<file path="src/rtl/reload_tmr_pkg.sv">
package reload_tmr_pkg;

  typedef enum logic [2:0] {RK_NONE, RK_CTL, RK_BUF, RK_CMP, RK_OBS} rkind_e;

  localparam int CTL_ADDR = 8;
  localparam int BUF_BASE = 12;
  localparam int STRIDE   = 12;

  // first bit of channel n's control group
  function automatic int grp_base(int n);
    return (n == 0) ? 0 : 4 * n + 4;
  endfunction

  function automatic int start_pos(int n);
    return grp_base(n);
  endfunction

  function automatic int man_pos(int n);
    return grp_base(n) + 1;
  endfunction

  // the last channel lacks the invert bit, so reload moves down one place
  function automatic int reload_pos(int n, int nch);
    return (n == nch - 1) ? grp_base(n) + 2 : grp_base(n) + 3;
  endfunction

  function automatic int buf_addr(int n);
    return BUF_BASE + STRIDE * n;
  endfunction

  function automatic int obs_addr(int n, int nch);
    return (n == nch - 1) ? buf_addr(n) + 4 : buf_addr(n) + 8;
  endfunction

  function automatic logic [31:0] count_down(logic [31:0] c);
    return c - 32'd1;
  endfunction

endpackage

</file>
<file path="src/rtl/reload_tmr_decode.sv">
module reload_tmr_decode
  import reload_tmr_pkg::*;
#(
  parameter int NCH = 5,
  parameter int AW  = 8,
  localparam int CHW = (NCH > 1) ? $clog2(NCH) : 1
) (
  input  logic [AW-1:0]  addr_i,
  output rkind_e         kind_o,
  output logic [CHW-1:0] ch_o
);

  always_comb begin
    kind_o = RK_NONE;
    ch_o   = '0;
    if (addr_i == AW'(CTL_ADDR)) kind_o = RK_CTL;
    for (int n = 0; n < NCH; n++) begin
      if (addr_i == AW'(buf_addr(n))) begin
        kind_o = RK_BUF;
        ch_o   = CHW'(n);
      end
      if (addr_i == AW'(obs_addr(n, NCH))) begin
        kind_o = RK_OBS;
        ch_o   = CHW'(n);
      end
      if (n < NCH - 1 && addr_i == AW'(buf_addr(n) + 4)) begin
        kind_o = RK_CMP;
        ch_o   = CHW'(n);
      end
    end
  end

endmodule

</file>
<file path="src/rtl/reload_tmr_chan.sv">
module reload_tmr_chan
  import reload_tmr_pkg::*;
#(
  parameter int CW = 32
) (
  input  logic          clk,
  input  logic          rst_n,
  input  logic          tick_i,
  input  logic          ctl_wr_i,
  input  logic          man_old_i,
  input  logic          man_new_i,
  input  logic          run_i,
  input  logic          ar_i,
  input  logic          buf_wr_i,
  input  logic          cmp_wr_i,
  input  logic [CW-1:0] wdata_i,
  output logic [CW-1:0] cnt_o,
  output logic [CW-1:0] buf_o,
  output logic [CW-1:0] cmp_o,
  output logic          expire_o,
  output logic          stop_o
);

  logic [CW-1:0] cnt_q, buf_q, cmp_q;
  logic          exp_q;
  logic          man_rise;   // manual-update edge seen in this write
  logic          step;       // tick accepted this cycle
  logic          fire;       // expiry event this cycle

  assign man_rise = ctl_wr_i & man_new_i & ~man_old_i;
  assign step     = ~ctl_wr_i & run_i & tick_i;
  assign fire     = step & (cnt_q == '0);
  assign stop_o   = fire & ~ar_i;

  always_ff @(posedge clk) begin
    if (!rst_n) begin
      cnt_q <= '0;
      buf_q <= '0;
      cmp_q <= '0;
      exp_q <= 1'b0;
    end else begin
      if (buf_wr_i) buf_q <= wdata_i;
      if (cmp_wr_i) cmp_q <= wdata_i;
      if (man_rise)      cnt_q <= buf_q;
      else if (fire)     cnt_q <= ar_i ? buf_q : cnt_q;
      else if (step)     cnt_q <= CW'(count_down(32'(cnt_q)));
      exp_q <= fire;
    end
  end

  assign cnt_o    = cnt_q;
  assign buf_o    = buf_q;
  assign cmp_o    = cmp_q;
  assign expire_o = exp_q;

  p_manual_load_r3: assert property (@(posedge clk) disable iff (!rst_n)
    $past(man_rise) |-> cnt_q == $past(buf_q));
  p_step_down_r4: assert property (@(posedge clk) disable iff (!rst_n)
    $past(step && cnt_q != '0) |-> cnt_q == $past(cnt_q) - CW'(1));
  p_hold_stopped_r5: assert property (@(posedge clk) disable iff (!rst_n)
    $past(!run_i && !man_rise) |-> cnt_q == $past(cnt_q));
  p_expire_cause_r6: assert property (@(posedge clk) disable iff (!rst_n)
    expire_o |-> $past(run_i && tick_i && !ctl_wr_i && cnt_q == '0));
  p_reload_r7: assert property (@(posedge clk) disable iff (!rst_n)
    (expire_o && $past(ar_i)) |-> cnt_q == $past(buf_q));
  p_self_stop_r8: assert property (@(posedge clk) disable iff (!rst_n)
    (expire_o && !$past(ar_i)) |-> (!run_i && cnt_q == '0));
  p_write_blocks_tick_r10: assert property (@(posedge clk) disable iff (!rst_n)
    $past(ctl_wr_i && !man_rise) |-> cnt_q == $past(cnt_q));

endmodule

</file>
<file path="src/rtl/reload_tmr_bank.sv">
module reload_tmr_bank
  import reload_tmr_pkg::*;
#(
  parameter int NCH = 5,
  parameter int AW  = 8,
  parameter int CW  = 32,
  localparam int CHW = (NCH > 1) ? $clog2(NCH) : 1
) (
  input  logic           clk,
  input  logic           rst_n,
  input  logic           wr_en,
  input  logic [AW-1:0]  wr_addr,
  input  logic [31:0]    wr_data,
  input  logic [AW-1:0]  rd_addr,
  output logic [31:0]    rd_data,
  input  logic [NCH-1:0] tick_i,
  output logic [NCH-1:0] expire_o
);

  rkind_e         w_kind, r_kind;
  logic [CHW-1:0] w_ch, r_ch;
  logic [31:0]    ctl_q, ctl_nxt;
  logic           ctl_wr;
  logic [NCH-1:0] stop_req;
  logic [CW-1:0]  cnt_a [NCH];
  logic [CW-1:0]  buf_a [NCH];
  logic [CW-1:0]  cmp_a [NCH];

  reload_tmr_decode #(.NCH(NCH), .AW(AW)) u_wdec (
    .addr_i(wr_addr), .kind_o(w_kind), .ch_o(w_ch));
  reload_tmr_decode #(.NCH(NCH), .AW(AW)) u_rdec (
    .addr_i(rd_addr), .kind_o(r_kind), .ch_o(r_ch));

  assign ctl_wr = wr_en && (w_kind == RK_CTL);

  always_comb begin
    ctl_nxt = ctl_q;
    for (int n = 0; n < NCH; n++)
      if (stop_req[n]) ctl_nxt[start_pos(n)] = 1'b0;
  end

  always_ff @(posedge clk) begin
    if (!rst_n)      ctl_q <= '0;
    else if (ctl_wr) ctl_q <= wr_data;
    else             ctl_q <= ctl_nxt;
  end

  for (genvar n = 0; n < NCH; n++) begin : g_ch
    reload_tmr_chan #(.CW(CW)) u_ch (
      .clk      (clk),
      .rst_n    (rst_n),
      .tick_i   (tick_i[n]),
      .ctl_wr_i (ctl_wr),
      .man_old_i(ctl_q[man_pos(n)]),
      .man_new_i(wr_data[man_pos(n)]),
      .run_i    (ctl_q[start_pos(n)]),
      .ar_i     (ctl_q[reload_pos(n, NCH)]),
      .buf_wr_i (wr_en && w_kind == RK_BUF && w_ch == CHW'(n)),
      .cmp_wr_i (wr_en && w_kind == RK_CMP && w_ch == CHW'(n)),
      .wdata_i  (wr_data[CW-1:0]),
      .cnt_o    (cnt_a[n]),
      .buf_o    (buf_a[n]),
      .cmp_o    (cmp_a[n]),
      .expire_o (expire_o[n]),
      .stop_o   (stop_req[n])
    );

    // a self-stop clears exactly this channel's start bit
    p_start_cleared_r8: assert property (@(posedge clk) disable iff (!rst_n)
      $past(stop_req[n]) |-> !ctl_q[start_pos(n)]);
  end

  always_comb begin
    rd_data = '0;
    unique case (r_kind)
      RK_CTL:  rd_data = ctl_q;
      RK_BUF:  rd_data = 32'(buf_a[r_ch]);
      RK_CMP:  rd_data = 32'(cmp_a[r_ch]);
      RK_OBS:  rd_data = 32'(cnt_a[r_ch]);
      default: rd_data = '0;
    endcase
  end

endmodule

</file>
<file path="config.mk">
export PLATFORM = sky130hd
export DESIGN_NAME = reload_tmr_bank
export DESIGN_NICKNAME = d
export VERILOG_FILES = /design/src/rtl/reload_tmr_pkg.sv /design/src/rtl/reload_tmr_decode.sv /design/src/rtl/reload_tmr_chan.sv /design/src/rtl/reload_tmr_bank.sv
export SDC_FILE = /design/constraint.sdc
export NUM_CORES = 2
export LEC_CHECK = 0
export ABC_AREA = 0
export CORE_MARGIN = 8
export CORE_UTILIZATION = 50
export CTS_CLUSTER_SIZE = 20
export DETAILED_ROUTE_END_ITERATION = 6
export DONT_BUFFER_PORTS = 1
export PLACE_DENSITY = 0.63
export SLEW_MARGIN = 15
export SYNTH_ARGS = -nofsm -noshare
export SYNTH_HDL_FRONTEND = slang
export SYNTH_SLANG_ARGS = --single-unit
export TNS_END_PERCENT = 50
</file>
<file path="constraint.sdc">
create_clock -name clk -period 5.2 [get_ports clk]
set_clock_uncertainty 0.05 [all_clocks]
set_input_delay 0.26 -clock clk [delete_from_list [all_inputs] [get_ports clk]]
set_output_delay 0.26 -clock clk [all_outputs]
set_load 0.05 [all_outputs]
</file>
* After elaboration in Yosys (flattened, before gate mapping)
Index checks and enable logic that the tools add are counted.
Storage, ports and cells: register bits 517, output and inout bits 37, word-level logic and storage cells 242, input bits 56
Cells by class: add/sub/neg operators 5, muxes and demuxes 88, bitwise gates (word level) 42, magnitude comparators 1, reduce and logical (&&, ||, !) cells 34, eq/ne operators 46
Operator list (count):
- two-way mux 32 bit | 26
- binary-select mux 32 bit (select 3 bit) | 3
- zero test 32 bit | 5
- subtractor 32 x 1 -> 32 bit (second input constant) | 5
- equality test 8 x 6 -> 1 bit (second input constant) | 16
- one-hot mux 32 bit (4 select lines) | 1
- two-way mux 3 bit | 32
- equality test 8 x 5 -> 1 bit (second input constant) | 8
- equality test 8 x 4 -> 1 bit (second input constant) | 4
- AND 1 bit | 30
- two-way mux 2 bit | 12
- two-way mux 21 bit | 1
- equality test 3 x 2 -> 1 bit (second input constant) | 6
- equality test 8 x 7 -> 1 bit (second input constant) | 2
- != test 3 x 2 -> 1 bit (second input constant) | 5
- nonzero test 3 bit | 5
- logical AND 1 bit | 13
- two-way mux 1 bit | 13
- NOT 1 bit | 11
- AND reduction 2 bit | 5
- nonzero test 2 bit | 5
- equality test 3 x 1 -> 1 bit (second input constant) | 3
- equality test 3 bit (second input constant) | 2
- >= comparator 4 bit (second input constant) | 1
- other kinds (2) | 2

* Longest topological paths before layout
depth in word-level cells 25, gate-level depth with buffers 11, mapped depth without buffers 8

* Modules after synthesis
Synthesis repeated with hierarchy kept, for this count alone.
Second synthesis, totals: cell total of the unflattened synthesis 3320, area total of the unflattened synthesis 28508.6 µm²
By module, submodules not included:
- reload_tmr_chan | sequential area each 1941.9 µm², cells each 501, instances 5, area each 4471.8 µm²
- reload_tmr_bank | sequential area each 640.6 µm², cells each 745, instances 1, area each 5683.0 µm²
- reload_tmr_decode (u_rdec) | sequential area each 0.0 µm², cells each 35, instances 1, area each 234.0 µm²
- reload_tmr_decode (u_wdec) | sequential area each 0.0 µm², cells each 35, instances 1, area each 232.7 µm²

* Least setup slack after synthesis
OpenSTA, ideal clock, no wires.
path kind input to output, start point input rd_addr[4], end point output rd_data[0], arrival time 3041 ps, required time 4890 ps, buffers on the path 4, stages on the path 10, setup slack 1849 ps, cell sequence buf_2 -> inv_2 -> a221o_1 -> clkbuf_1 -> nor2_1 -> buf_2 -> buf_4 -> mux2i_1 -> a221o_1 -> o2111ai_1
On the way: word-level cells in the longest chain between the ends 18, elaborated cells on any way between the ends 56, classes of those cells eq/ne (19); mux (36); bitwise (1)
RTL lines:
- from (decl) | line reload_tmr_bank.sv:14 | input logic [AW-1:0] rd_addr,
- equality test 8 x 4 -> 1 bit | line reload_tmr_decode.sv:16 | if (addr_i == AW'(CTL_ADDR)) kind_o = RK_CTL;
- two-way mux 1 bit | line reload_tmr_decode.sv:16
- two-way mux 3 bit | line reload_tmr_decode.sv:18 | if (addr_i == AW'(buf_addr(n))) begin
- two-way mux 3 bit | line reload_tmr_decode.sv:22 | if (addr_i == AW'(obs_addr(n, NCH))) begin
- two-way mux 3 bit | line reload_tmr_decode.sv:26 | if (n < NCH - 1 && addr_i == AW'(buf_addr(n) + 4)) begin
- two-way mux 3 bit | line reload_tmr_decode.sv:18
- two-way mux 3 bit | line reload_tmr_decode.sv:22
- two-way mux 3 bit | line reload_tmr_decode.sv:26
- [... 2 more ...]
- two-way mux 3 bit | line reload_tmr_decode.sv:26
- two-way mux 3 bit | line reload_tmr_decode.sv:18
- two-way mux 3 bit | line reload_tmr_decode.sv:22
- two-way mux 3 bit | line reload_tmr_decode.sv:26
- two-way mux 3 bit | line reload_tmr_decode.sv:18
- two-way mux 3 bit | line reload_tmr_decode.sv:22
- equality test 3 bit (tied with other cells) | line reload_tmr_bank.sv:75 | unique case (r_kind)
- one-hot mux 32 bit (4 select lines) * | line reload_tmr_bank.sv:75
- to (decl) | line reload_tmr_bank.sv:15 | output logic [31:0] rd_data,
Mark *: on every way between the ends. The rest lies on a longest branch, timed or not. The select of a mux whose other input is x is not followed.

* Worst setup path in the final report
start point input rd_addr[3], end point output rd_data[16]
Same word-level chain as after synthesis.

==> impl_summary.txt <==
----------------------------------------------------
[Synthesis]
  Number of flops mapped to enable cells by yosys ... 0
  Net count after synthesis ... 3567
  Flops & latches, synth ... 485
  Top flip-flop cell by instance count after synthesis ... sky130_fd_sc_hd__dfxtp_1
  Synthesized area per cell ... 7.45 µm²
  Ys async rst share ... 0
  Sequential fraction of the synthesis area ... 0.372
  Synthesized netlist cell count ... 3506
  Synthesized area ... 26100 µm²
  Post-synth cell types ... 79
  Syn. warnings ... 0

[Timing]
  Setup total negative slack ... 0 ns
  Max-slew headroom at the worst pin ... 0.168
  Portion of the clock cycle consumed by the worst path in the final layout ... 0.758
  Measured slew at the worst slew-check pin ... 1.24 ns
  Worst-case hold slack ... 0.00790 ns
  Number of failing setup endpoints in the final timing report ... 0
  Final count of hold timing violations ... 0
  Unrepaired setup endpoints after global routing ... no
  Clock period minus worst slack ... 3.94 ns
  Fmax ... 0.254 GHz
  Final Max Slew Viols ... 0

[Floorplanning]
  Initial core utilization ... 0.507
  Number of top-level pins ... 93
  Height of the die ... 245 µm
  Num rows ... 83
  Full die area ... 59800 µm²
  Width of the die ... 245 µm
  Area inside the core boundary ... 51500 µm²

[Outcome]
  Status ... finished with violations
  Violations in the final reports ... DRC

[Layout]
  Top library cells by usage in the layout, fill and taps aside ... 705 x sky130_fd_sc_hd__nand2_1, 485 x sky130_fd_sc_hd__dfxtp_1, 427 x sky130_fd_sc_hd__a21oi_1
  Non-filler instance count after layout ... 4087
  Final Util ... 0.558
  Area overhead of the layout relative to synthesis ... 10.0%
  Fraction of final layout cells sized beyond drive strength 1 ... 0.0694
  Layout net count ... 3415
  Leading cell type in the layout, fill and taps excluded ... sky130_fd_sc_hd__nand2_1

[Clocking]
  CTS H-Tree Depth ... 2
  Clock tree from TritonCTS ... built
  Total CTS buffers ... 55
  Buffers from clock root to sink, at most ... 3
  Number of cells upsized or downsized after cts ... 0
  Post-CTS clock slew at the launch and capture registers of the worst setup and hold paths ... 0.06 ns
  Worst-skew pair later-pin latency ... 0.64 ns
  Clock Root Buffer ... sky130_fd_sc_hd__clkbuf_16
  Clock tree sinks ... 485

[Power and ir drop]
  Worst voltage drop across the vdd grid ... 0.372 mV
  Final Power ... 0.00811 W
  Lkg Pwr ... 10.4 nW
  Cell area power density ... 282 nW/µm²

[Place]
  IO buf count ... 0
  Number of placed instances with taps included ... 3939
  Weighted congestion reported at the end of routability-driven placement ... 1.04
  Detail Placement HPWL ... 87000 µm

[Route]
  Number of detailed-routing iterations run before antenna repair ... 7
  Average wire length per cell after detail routing ... 30.6 µm
  Number of routed nets with antenna violations ... 0
  Wirelength, routed ... 125000 µm
  Vias/cell ... 7.01
  Number of violations reported at the end of detailed-routing iteration 0 ... 3983
  DRC viols ... 1
  Vias after detailed routing ... 28700

[Worst setup path]
  Worst Setup Path Type ... input pin to output pin
  Largest fanout on the critical path ... 36
  Data required time at the worst endpoint ... 4.89 ns
  Data arrival, critical path ... 3.63 ns
  Crit path capture type ... output pin
  Startpoint kind of the worst setup timing path ... input pin

[Flow run]
  Number of max-cap violations ... 0

[Global route]
  Pin count of the biggest net entering global routing ... 152
  Global route total overflow ... 0
  Global-route wire length before repair ... 179000 µm
  Overall Global Routing Usage ... 0.397
  Number of global-route vias before repair ... 25700
  Number of antenna violations at the first check in global routing ... 12

[Min path]
  Class of the tightest hold or removal check ... input pin to flip-flop

----------------------------------------------------
synth_stat cells, types with 27 or more instances:
| cell | count | area [µm²] |
|---|---|---|
| sky130_fd_sc_hd__nand3_1 | 71 | 355 |
| sky130_fd_sc_hd__nor3_1 | 105 | 526 |
| sky130_fd_sc_hd__a211oi_1 | 60 | 450 |
| sky130_fd_sc_hd__dfxtp_1 | 485 | 9710 |
| sky130_fd_sc_hd__o2bb2ai_1 | 29 | 254 |
| sky130_fd_sc_hd__a21oi_1 | 427 | 2140 |
| sky130_fd_sc_hd__nor4_1 | 84 | 526 |
| sky130_fd_sc_hd__mux2i_1 | 162 | 1620 |
| sky130_fd_sc_hd__nand2_1 | 706 | 2650 |
| sky130_fd_sc_hd__or4_1 | 40 | 300 |
| sky130_fd_sc_hd__or3_1 | 42 | 263 |
| sky130_fd_sc_hd__buf_2 | 38 | 190 |
| sky130_fd_sc_hd__o21ai_0 | 171 | 856 |
| sky130_fd_sc_hd__and3_1 | 62 | 388 |
| sky130_fd_sc_hd__clkbuf_1 | 274 | 1030 |
| sky130_fd_sc_hd__a221oi_1 | 27 | 236 |
| sky130_fd_sc_hd__a2111oi_0 | 46 | 403 |
| sky130_fd_sc_hd__inv_1 | 27 | 101 |
| sky130_fd_sc_hd__nor2_1 | 218 | 818 |
| sky130_fd_sc_hd__o22ai_1 | 48 | 300 |
report_power, final:
| group | internal, W | switching, W |
|---|---|---|
| combinational | 0.0000897 | 0.000299 |
| sequential | 0.00372 | 0.00000651 |
| clock | 0.00230 | 0.00169 |
logic make-up after synthesis:
| family | count (synthesis) | synth area share |
|---|---|---|
| AND/OR/NAND/NOR | 1463 | 0.259 |
| multiplexers | 164 | 0.0629 |
| XOR/XNOR | 4 | 0.00134 |
| adder cells (fa/ha/maj) | 5 | 0.00239 |
| flip-flops | 485 | 0.372 |
| AO/OA/AOI/OAI | 1023 | 0.247 |
| buffers and inverters | 362 | 0.0553 |
sequential cells by signal (all words and copies together), names as in the netlist:
register and cells:
g_ch.u_ch.cnt_o 160, g_ch.u_ch.buf_o 160, ctl_q 32, g_ch.u_ch.cmp_o 128, g_ch.u_ch.expire_o 5
final timing paths:
kind                                             start                     end  slack [ns]  cells past startpoint
worst max-delay path                        rd_addr[3]             rd_data[16]        1.26                      7
worst min-delay path                             rst_n   g_ch[1].u_ch.cnt_o[8]       0.008                      2
worst max register to register   g_ch[1].u_ch.cnt_o[1]  g_ch[1].u_ch.cnt_o[27]        1.37                     12
worst min register to register  g_ch[3].u_ch.cmp_o[16]  g_ch[3].u_ch.cmp_o[16]        0.40                      2
routing by layer:
metal  global-route usage  wire length (µm)  up-vias
met1                0.528             47700    13700
met4                0.175              6250       10
li1                     -                 -    12400
met5                    0                86        -
met3                0.135             18900      371
met2                0.578             52200     2174
timing repair:
item	in CTS	in global routing
buffers inserted	0	0
endpoints found under the hold margin	394	0
hold buffers	38	0
cell type report:
cell class | count | area, µm²
fill | 4886 | 22800
multi-input combinational | 2659 | 15200
sequential | 485 | 9710
clock buffer | 85 | 1630
timing repair buffer | 124 | 1070
tap | 680 | 851
clock inverter | 17 | 198
inverter | 29 | 116
antenna | 8 | 20.0
critical path, cell delays in order:
cell and delay (ns):
sky130_fd_sc_hd__or3_1 0.42, sky130_fd_sc_hd__nand3_1 0.19, sky130_fd_sc_hd__or2_2 0.81, sky130_fd_sc_hd__buf_4 0.36, sky130_fd_sc_hd__a211oi_1 0.09, sky130_fd_sc_hd__a2111oi_0 0.93, sky130_fd_sc_hd__a2111o_1 0.51
stage by stage:
step | area [µm²] | setup WS [ns]
3_3_place_gp | 26500 | 1.34
6_report | 28700 | 1.26
2_1_floorplan | 26100 | 1.85
3_5_place_dp | 26500 | 1.32
4_1_cts | 28700 | 1.31
5_1_grt | 28700 | 1.19
No activity file was read; power rests on OpenSTA's default activity.
